`config.mk`:
```
export PLATFORM = sky130hd
export DESIGN_NAME = od_link_bank
export DESIGN_NICKNAME = d
export VERILOG_FILES = /design/src/rtl/od_link_pkg.sv /design/src/rtl/od_sync_edge.sv /design/src/rtl/od_link_fsm.sv /design/src/rtl/od_link_chan.sv /design/src/rtl/od_link_bank.sv
export SDC_FILE = /design/constraint.sdc
export NUM_CORES = 1
export LEC_CHECK = 0
export BUFFER_PORTS_ARGS = -buffer_cell sky130_fd_sc_hd__buf_2
export CORE_ASPECT_RATIO = 1.2
export CORE_UTILIZATION = 58
export CTS_BUF_LIST = sky130_fd_sc_hd__clkbuf_4 sky130_fd_sc_hd__clkbuf_8 sky130_fd_sc_hd__clkbuf_16
export CTS_CLUSTER_SIZE = 16
export DETAILED_ROUTE_END_ITERATION = 8
export PLACE_DENSITY = 0.89
export SYNTH_ARGS = -nofsm -noshare
export SYNTH_HDL_FRONTEND = slang
export SYNTH_SLANG_ARGS = --single-unit
```
`constraint.sdc`:
```
create_clock -name clk -period 1.7 [get_ports clk]
set_input_delay 0.17 -clock clk [delete_from_list [all_inputs] [get_ports clk]]
set_output_delay 0.17 -clock clk [all_outputs]
set_load 0.02 [all_outputs]
```
`src/rtl/od_link_pkg.sv`:
```
package od_link_pkg;

    typedef enum logic [2:0] {
        LK_IDLE   = 3'd0,
        LK_DELAY  = 3'd1,
        LK_COPY   = 3'd2,
        LK_BOOST  = 3'd3,
        LK_SETTLE = 3'd4
    } lk_state_e;

    typedef enum logic {
        LEAD_HOST = 1'b0,
        LEAD_CARD = 1'b1
    } lead_e;

endpackage

```
`src/rtl/od_sync_edge.sv`:
```
// Multi-flop synchronizer followed by a registered copy for fall detection.
module od_sync_edge #(
    parameter int STAGES = 2
) (
    input  logic clk,
    input  logic rst_n,
    input  logic d,
    output logic lvl,
    output logic fall
);
    logic [STAGES-1:0] sh;
    logic              prv;

    always_ff @(posedge clk or negedge rst_n) begin
        if (!rst_n) begin
            sh  <= '1;
            prv <= 1'b1;
        end else begin
            sh  <= {sh[STAGES-2:0], d};
            prv <= sh[STAGES-1];
        end
    end

    assign lvl  = sh[STAGES-1];
    assign fall = prv & ~sh[STAGES-1];
endmodule

```
`src/rtl/od_link_fsm.sv`:
```
module od_link_fsm
    import od_link_pkg::*;
#(
    parameter int EDGE_DLY = 10,
    parameter int PU_LEN   = 10
) (
    input  logic clk,
    input  logic rst_n,
    input  logic inactive,
    input  logic host_lvl,
    input  logic card_lvl,
    input  logic host_fall,
    input  logic card_fall,
    output logic host_pd,
    output logic host_pu,
    output logic card_pd,
    output logic card_pu
);
    localparam int CNT_MAX = (EDGE_DLY > PU_LEN) ? EDGE_DLY : PU_LEN;
    localparam int CW      = $clog2(CNT_MAX + 1);
    localparam logic [CW-1:0] DLY_LAST = CW'(EDGE_DLY - 1);
    localparam logic [CW-1:0] PU_LAST  = CW'(PU_LEN - 1);

    lk_state_e      st, st_nxt;
    lead_e          lead, lead_nxt;
    logic [CW-1:0]  cnt, cnt_nxt;
    logic           lead_lvl;

    assign lead_lvl = (lead == LEAD_HOST) ? host_lvl : card_lvl;

    // state register
    always_ff @(posedge clk or negedge rst_n) begin
        if (!rst_n) begin
            st   <= LK_IDLE;
            lead <= LEAD_HOST;
            cnt  <= '0;
        end else begin
            st   <= st_nxt;
            lead <= lead_nxt;
            cnt  <= cnt_nxt;
        end
    end

    // transitions
    always_comb begin
        st_nxt   = st;
        lead_nxt = lead;
        cnt_nxt  = cnt;
        unique case (st)
            LK_IDLE: begin
                if (host_fall) begin
                    st_nxt   = LK_DELAY;
                    lead_nxt = LEAD_HOST;
                    cnt_nxt  = '0;
                end else if (card_fall) begin
                    st_nxt   = LK_DELAY;
                    lead_nxt = LEAD_CARD;
                    cnt_nxt  = '0;
                end
            end
            LK_DELAY: begin
                if (lead_lvl)              st_nxt = LK_SETTLE;
                else if (cnt == DLY_LAST)  st_nxt = LK_COPY;
                else                       cnt_nxt = cnt + 1'b1;
            end
            LK_COPY: begin
                if (lead_lvl) begin
                    st_nxt  = LK_BOOST;
                    cnt_nxt = '0;
                end
            end
            LK_BOOST: begin
                if (cnt == PU_LAST) st_nxt  = LK_SETTLE;
                else                cnt_nxt = cnt + 1'b1;
            end
            LK_SETTLE: begin
                if (host_lvl && card_lvl) st_nxt = LK_IDLE;
            end
            default: st_nxt = LK_IDLE;
        endcase
        if (inactive) begin
            st_nxt   = LK_IDLE;
            lead_nxt = LEAD_HOST;
            cnt_nxt  = '0;
        end
    end

    // outputs: follower side only, gated off while inactive
    always_comb begin
        host_pd = 1'b0;
        host_pu = 1'b0;
        card_pd = 1'b0;
        card_pu = 1'b0;
        if (!inactive) begin
            case (st)
                LK_COPY: begin
                    if (lead == LEAD_HOST) card_pd = 1'b1;
                    else                   host_pd = 1'b1;
                end
                LK_BOOST: begin
                    if (lead == LEAD_HOST) card_pu = 1'b1;
                    else                   host_pu = 1'b1;
                end
                default: ;
            endcase
        end
    end
endmodule

```
`src/rtl/od_link_chan.sv`:
```
module od_link_chan #(
    parameter int EDGE_DLY    = 10,
    parameter int PU_LEN      = 10,
    parameter int SYNC_STAGES = 2
) (
    input  logic clk,
    input  logic rst_n,
    input  logic inactive,
    input  logic host_raw,
    input  logic card_raw,
    output logic host_pd,
    output logic host_pu,
    output logic card_pd,
    output logic card_pu
);
    logic h_lvl, h_fall, c_lvl, c_fall;

    od_sync_edge #(.STAGES(SYNC_STAGES)) u_hsync (
        .clk(clk), .rst_n(rst_n), .d(host_raw), .lvl(h_lvl), .fall(h_fall)
    );
    od_sync_edge #(.STAGES(SYNC_STAGES)) u_csync (
        .clk(clk), .rst_n(rst_n), .d(card_raw), .lvl(c_lvl), .fall(c_fall)
    );

    od_link_fsm #(.EDGE_DLY(EDGE_DLY), .PU_LEN(PU_LEN)) u_fsm (
        .clk(clk), .rst_n(rst_n), .inactive(inactive),
        .host_lvl(h_lvl), .card_lvl(c_lvl),
        .host_fall(h_fall), .card_fall(c_fall),
        .host_pd(host_pd), .host_pu(host_pu),
        .card_pd(card_pd), .card_pu(card_pu)
    );
endmodule

```
`src/rtl/od_link_bank.sv`:
```
module od_link_bank #(
    parameter int NCH         = 3,
    parameter int EDGE_DLY    = 10,
    parameter int PU_LEN      = 10,
    parameter int SYNC_STAGES = 2
) (
    input  logic           clk,
    input  logic           rst_n,
    input  logic           inactive,
    input  logic [NCH-1:0] host_in,
    input  logic [NCH-1:0] card_in,
    output logic [NCH-1:0] host_pd,
    output logic [NCH-1:0] host_pu,
    output logic [NCH-1:0] card_pd,
    output logic [NCH-1:0] card_pu
);
    for (genvar g = 0; g < NCH; g++) begin : g_ch
        od_link_chan #(
            .EDGE_DLY(EDGE_DLY), .PU_LEN(PU_LEN), .SYNC_STAGES(SYNC_STAGES)
        ) u_chan (
            .clk(clk), .rst_n(rst_n), .inactive(inactive),
            .host_raw(host_in[g]), .card_raw(card_in[g]),
            .host_pd(host_pd[g]), .host_pu(host_pu[g]),
            .card_pd(card_pd[g]), .card_pu(card_pu[g])
        );
    end
endmodule

```
* Word-level counts from Yosys, hierarchy flattened
Cells that the tools add are included.
Storage, ports and cells: bits in registers 42, bits of input ports 9, output and inout bits 12, word-level logic and storage cells 186
Operators by class: add/sub/neg operators 3, equality and inequality tests 33, muxes and demuxes 93, bitwise operators 12, reduce and logical (&&, ||, !) cells 24
Operators with widths (number):
- $mux W3 | 24
- $mux W4 | 18
- $pmux W4 S4 | 3
- $mux W1 | 45
- $pmux W3 S5 | 3
- $ne A3 B3 Y1 const B | 12
- $eq A3 B2 Y1 const B | 6
- $reduce_and A5 Y1 | 3
- $reduce_bool A5 Y1 | 3
- $add A4 B1 Y4 const B | 3
- $eq A4 B4 Y1 const B | 3
- $ne A4 B2 Y1 const B | 3
- $ne A4 B4 Y1 const B | 3
- $reduce_and A4 Y1 | 3
- $eq A3 B1 Y1 const B | 3
- $eq A3 B3 Y1 const B | 3
- $logic_not A3 Y1 | 3
- $reduce_bool A3 Y1 | 3
- $and A1 B1 Y1 | 6
- $not A1 Y1 | 6
- $reduce_and A2 Y1 | 3
- $reduce_bool A2 Y1 | 3
- $logic_and A1 B1 Y1 | 3

* Depth between registers and ports, before layout
word-level depth 6, mapped depth 7, gate-level depth less buffers 7

* Modules after synthesis
From an unflattened synthesis, not the netlist that was laid out.
Second synthesis, totals: cell total of the unflattened synthesis 201, area, all modules 2188.3 µm²
By module, submodules not included:
- od_link_fsm | times used 3, cells each 59, area each 544.3 µm², seq. area each 200.2 µm²
- od_sync_edge | times used 6, cells each 4, area each 92.6 µm², seq. area each 78.8 µm²

* Worst setup path before layout
No wires, ideal clock.
kind reg-to-reg, from register g_ch[2].u_chan.u_fsm.lead, to register g_ch[2].u_chan.u_fsm.cnt[2], setup time 69 ps, data arrival time 1497 ps, data required time 1631 ps, path slack 134 ps, cell stages (with the launch flop) 6, buffers on the path 0, clock period less this slack 1566 ps, path through dfrtp_1 mux2i_2 nor2_1 or3_1 or3b_1 nand3_1
Between the ends: longest elaborated chain between the ends 3, elaborated cells between the ends (all ways) 4, classes of those cells 2 x eq/ne; 1 x mux; 1 x reduce/logical
Ends and longest elaborated chain:
- start, declared | line od_link_fsm.sv:25 | lead_e lead, lead_nxt;
- start signal, assigned | line od_link_fsm.sv:39 | lead <= lead_nxt;
- $mux W1 * | line od_link_fsm.sv:29 | assign lead_lvl = (lead == LEAD_HOST) ? host_lvl : card_lvl;
- $ne A3 B3 Y1 (no source line)
- $reduce_and A4 Y1 (no source line) *
- end signal, assigned | line od_link_fsm.sv:40 | cnt <= cnt_nxt;
- end, declared | line od_link_fsm.sv:26 | logic [CW-1:0] cnt, cnt_nxt;
Every way passes the cells marked *; elsewhere a longest branch is shown, timed or not. A chain may end at the register's enable or synchronous reset.

* Worst setup path after layout
Ends and elaborated chain as after synthesis.

==> summary.md <==
| Metric | Value |
|---|---|
| Status | `finished with violations` |
| Failing checks | `DRC` |
| Vias in the first global route | `1582` |
| Startpoint types | `flop` |
| Post-Synth Simple-Gate Area | `a little over a fifth` |
| Crit-path leading delay family | `simple AND/OR/NAND/NOR gates` |
| Largest family of logic cells by synthesized area | `simple AND/OR/NAND/NOR gates` |
| Gpl congestion | `0.916` |
| #FFs+latches synth | `42` |
| HPWL after DPL | `2680 um` |
| Slowest cell on the critical path | `dfrtp_2` |
| CP Class | `reg2reg` |
| Slew HR | `66.5%` |
| Endpoints failing hold | `0` |
| Mapped Area | `2130 um2` |
| Post-synth EDFFs | `0` |
| Final WL | `about 4200 um` |
| Initial antenna violation count | `0` |
| Die Area | `3920 um2` |
| Port Buffers | `20` |
| Arrival @ worst endpoint | `1930 ps` |
| Req. time, crit path | `1940 ps` |
| Clk Latency, worst-skew pair | `about 300 ps` |
| Antenna cell count | `0` |
| Worst setup EP type | `flop` |
| Clock sink count | `42` |
| Pre-antenna DRT Iters | `6` |
| Hold path depth | `2` |
| Placement row count | `23` |
| Fmax | `around 590 MHz` |
| Clock Tree Buf Depth | `2` |
| Buf/Inv on CP | `0` |
| RSZ-0062 raised after global routing | `true` |
| Class of the worst hold path | `in2reg` |
| Synth async-reset ratio | `100%` |
| Via Count | `1666` |
| Syn_nets | `~220` |
| Min Tclk post-route | `1690 ps` |
| Area grow syn2layout | `16.3%` |
| CTS tree | `built` |
| CTS Root Cell | `clkbuf_8` |
| Reg clk slew, reported paths | `80 ps` |
| Slowest cell delay on critical path | `430 ps` |
| Final net count | `251` |
| Peak VDD IR | `around 0.73 mV` |
| Largest net degree at the start of global routing | `43` |
| Antenna viol nets, final | `0` |
| Final slew viol count | `0` |
| GRT Overall Usage | `23.5%` |
| Pwr Density | `~820 nW/um2` |
| Lkg Pwr | `approximately 0.0011 uW` |
| Top FF cell, synth | `dfrtp_1` |
| First-pass GRT wire length | `6910 um` |
| Die X-Extent | `57.3 um` |
| Starting density of the core | `62.3%` |
| Final core occ | `72.4%` |
| Avg Cell Area, Syn | `10.2 um2` |
| Post-synthesis cell type count | `53` |
| WL/cell | `15.4 um` |
| Max_cap viols | `0` |
| TritonCTS buffer count | `5` |
| Synth Area in XOR/XNOR | `0%` |
| Die height | `68.4 um` |
| Crit path depth | `5` |
| Final setup viols | `0` |
| H-tree depth | `2` |
| Worst-Margin Slew | `502 ps` |
| Layout cells sized above 1 | `between 30% and 40%` |
| Cells on worst reg2reg path | `5` |
| CP max FO | `5` |
| Final setup TNS | `0 ps` |
| Layout fillers | `233` |
| Post-synthesis mux area share | `3.70%` |
| Final global-route overflow total | `0` |
| Critical Path, Cell by Cell | `mux2i_4, nor2_2, or3_4, or3b_1, nand3_1` |
| Drt initial violations | `58` |
| Via-to-Cell Ratio | `6.08` |
| Core Area | `3420 um2` |
| Compound-Gate Fraction of Synth Area | `14.0%` |
| Most frequent cells in the layout | `23 x dfrtp_1, 19 x nand2_1, 18 x dfstp_2, 18 x buf_2, 15 x buf_4` |
| Adder-cell share of the synthesized area | `3.52%` |
| Final period util | `99.5%` |
| Syn Inst Count | `209` |
| Commonest non-fill, non-tap cell in the layout | `dfrtp_1` |
| Final setup skew | `8.25 ps` |
| Register area share after synthesis | `between 50% and 60%` |
| # DRC | `1` |
| Ys Warns | `0` |
| Top Ports | `21` |
per-layer routing:
layer  up-vias  share of wire [%]  routed length [um]  track usage, %
met5         -                  0                   0               0
met4         0                2.2                  91            11.0
li1        794                  -                   -               -
met2        48                 52                2180            42.0
met3        11                3.7                 155            5.10
met1       813                 43                1800            26.8
report_power, final:
group	switching, uW	internal [uW]	total (uW)
registers	42.2	1060	1100
logic	151	126	277
clock network	350	306	655
cell usage after synthesis, types with 2 or more instances:
master    count  area, um2
mux2i_1       5       50.1
a21oi_1       8       40.0
a21boi_0      2       15.0
o221ai_1      2       17.5
ha_1          6       75.1
nand3_1       8       40.0
nor4_1        4       25.0
nand2b_1      2       12.5
or3_1         5       31.3
nor3_1        8       40.0
inv_1         8       30.0
a211o_1       2       17.5
a211oi_1      4       30.0
clkbuf_1      6       22.5
dfrtp_1      24        601
nand2_1      19       71.3
or3b_1        2       17.5
buf_4        12       90.1
nor2b_1       8       50.1
dfstp_2      18        473
nor2_1       17       63.8
o21ai_0       6       30.0
nand3b_1      2       15.0
o22ai_1       2       12.5
final cells by class:
type / count / area (um2) / share of cell area (%)
flip-flops and latches: 42 / 1070 / 43.4
multi-input cells: 139 / 965 / 38.9
repair buffers: 40 / 273 / 11.0
clock buffers: 6 / 76.3 / 3.08
well taps: 37 / 46.3 / 1.87
inverters: 8 / 30.0 / 1.21
clock inverters: 2 / 13.8 / 0.555
worst register-to-register path, stage by stage, from the launching register on:
cell     delay (ps)
dfrtp_2         430
mux2i_4         300
nor2_2           80
or3_4           400
or3b_1          360
nand3_1          70
per-stage QoR:
| stage | instances | cell area, um2 | hold slack, ps | total power, uW | setup slack, ps |
|---|---|---|---|---|---|
| 2_1_floorplan | 209 | 2130 | -126 | 1260 | 134 |
| 3_3_place_gp | 257 | 2230 | 258 | 1340 | 70.3 |
| 3_5_place_dp | 257 | 2230 | 263 | 1350 | 31.1 |
| 4_1_cts | 272 | 2390 | 231 | 2020 | 1.85 |
| 5_1_grt | 274 | 2480 | 286 | 2120 | -51.8 |
| 6_report | 274 | 2480 | 262 | 2030 | 8.34 |
kinds of logic after synthesis:
kind of cell	count (synthesis)
AO/OA/AOI/OAI	41
adder cells (fa/ha/maj)	6
AND/OR/NAND/NOR	85
multiplexers	7
flip-flops	42
buffers and inverters	28
final timing paths:
| kind | start | slack (ps) | end |
|---|---|---|---|
| hold / removal | inactive | 260 | g_ch[2].u_chan.u_fsm.cnt[1] |
| hold reg to reg | g_ch[0].u_chan.u_csync.sh[0] | 350 | g_ch[0].u_chan.u_csync.sh[1] |
| setup / recovery | g_ch[2].u_chan.u_fsm.lead | 8 | g_ch[2].u_chan.u_fsm.cnt[2] |
| max in group asynchronous | rst_n | 850 | g_ch[2].u_chan.u_fsm.lead |
| min in group asynchronous | rst_n | 470 | g_ch[1].u_chan.u_fsm.lead |
| setup reg to reg | g_ch[2].u_chan.u_fsm.lead | 8 | g_ch[2].u_chan.u_fsm.cnt[2] |
sequential cells by signal, summed over array words and instances, names as in the netlist:
| name | cells |
|---|---|
| g_ch.u_chan.u_fsm.lead | 3 |
| g_ch.u_chan.u_hsync.sh | 6 |
| g_ch.u_chan.u_csync.prv | 3 |
| g_ch.u_chan.u_hsync.prv | 3 |
| g_ch.u_chan.u_fsm.cnt | 12 |
| g_ch.u_chan.u_csync.sh | 6 |
| g_ch.u_chan.u_fsm.st | 9 |
what timing repair did:
item	CTS	global route
hold endpoints to repair	30	0
pin swaps	0	3
setup endpoints to repair	1	14
hold buffers	7	0
resized for setup	1	15
setup buffers	0	2
No activity file was read; power rests on OpenSTA's default activity.
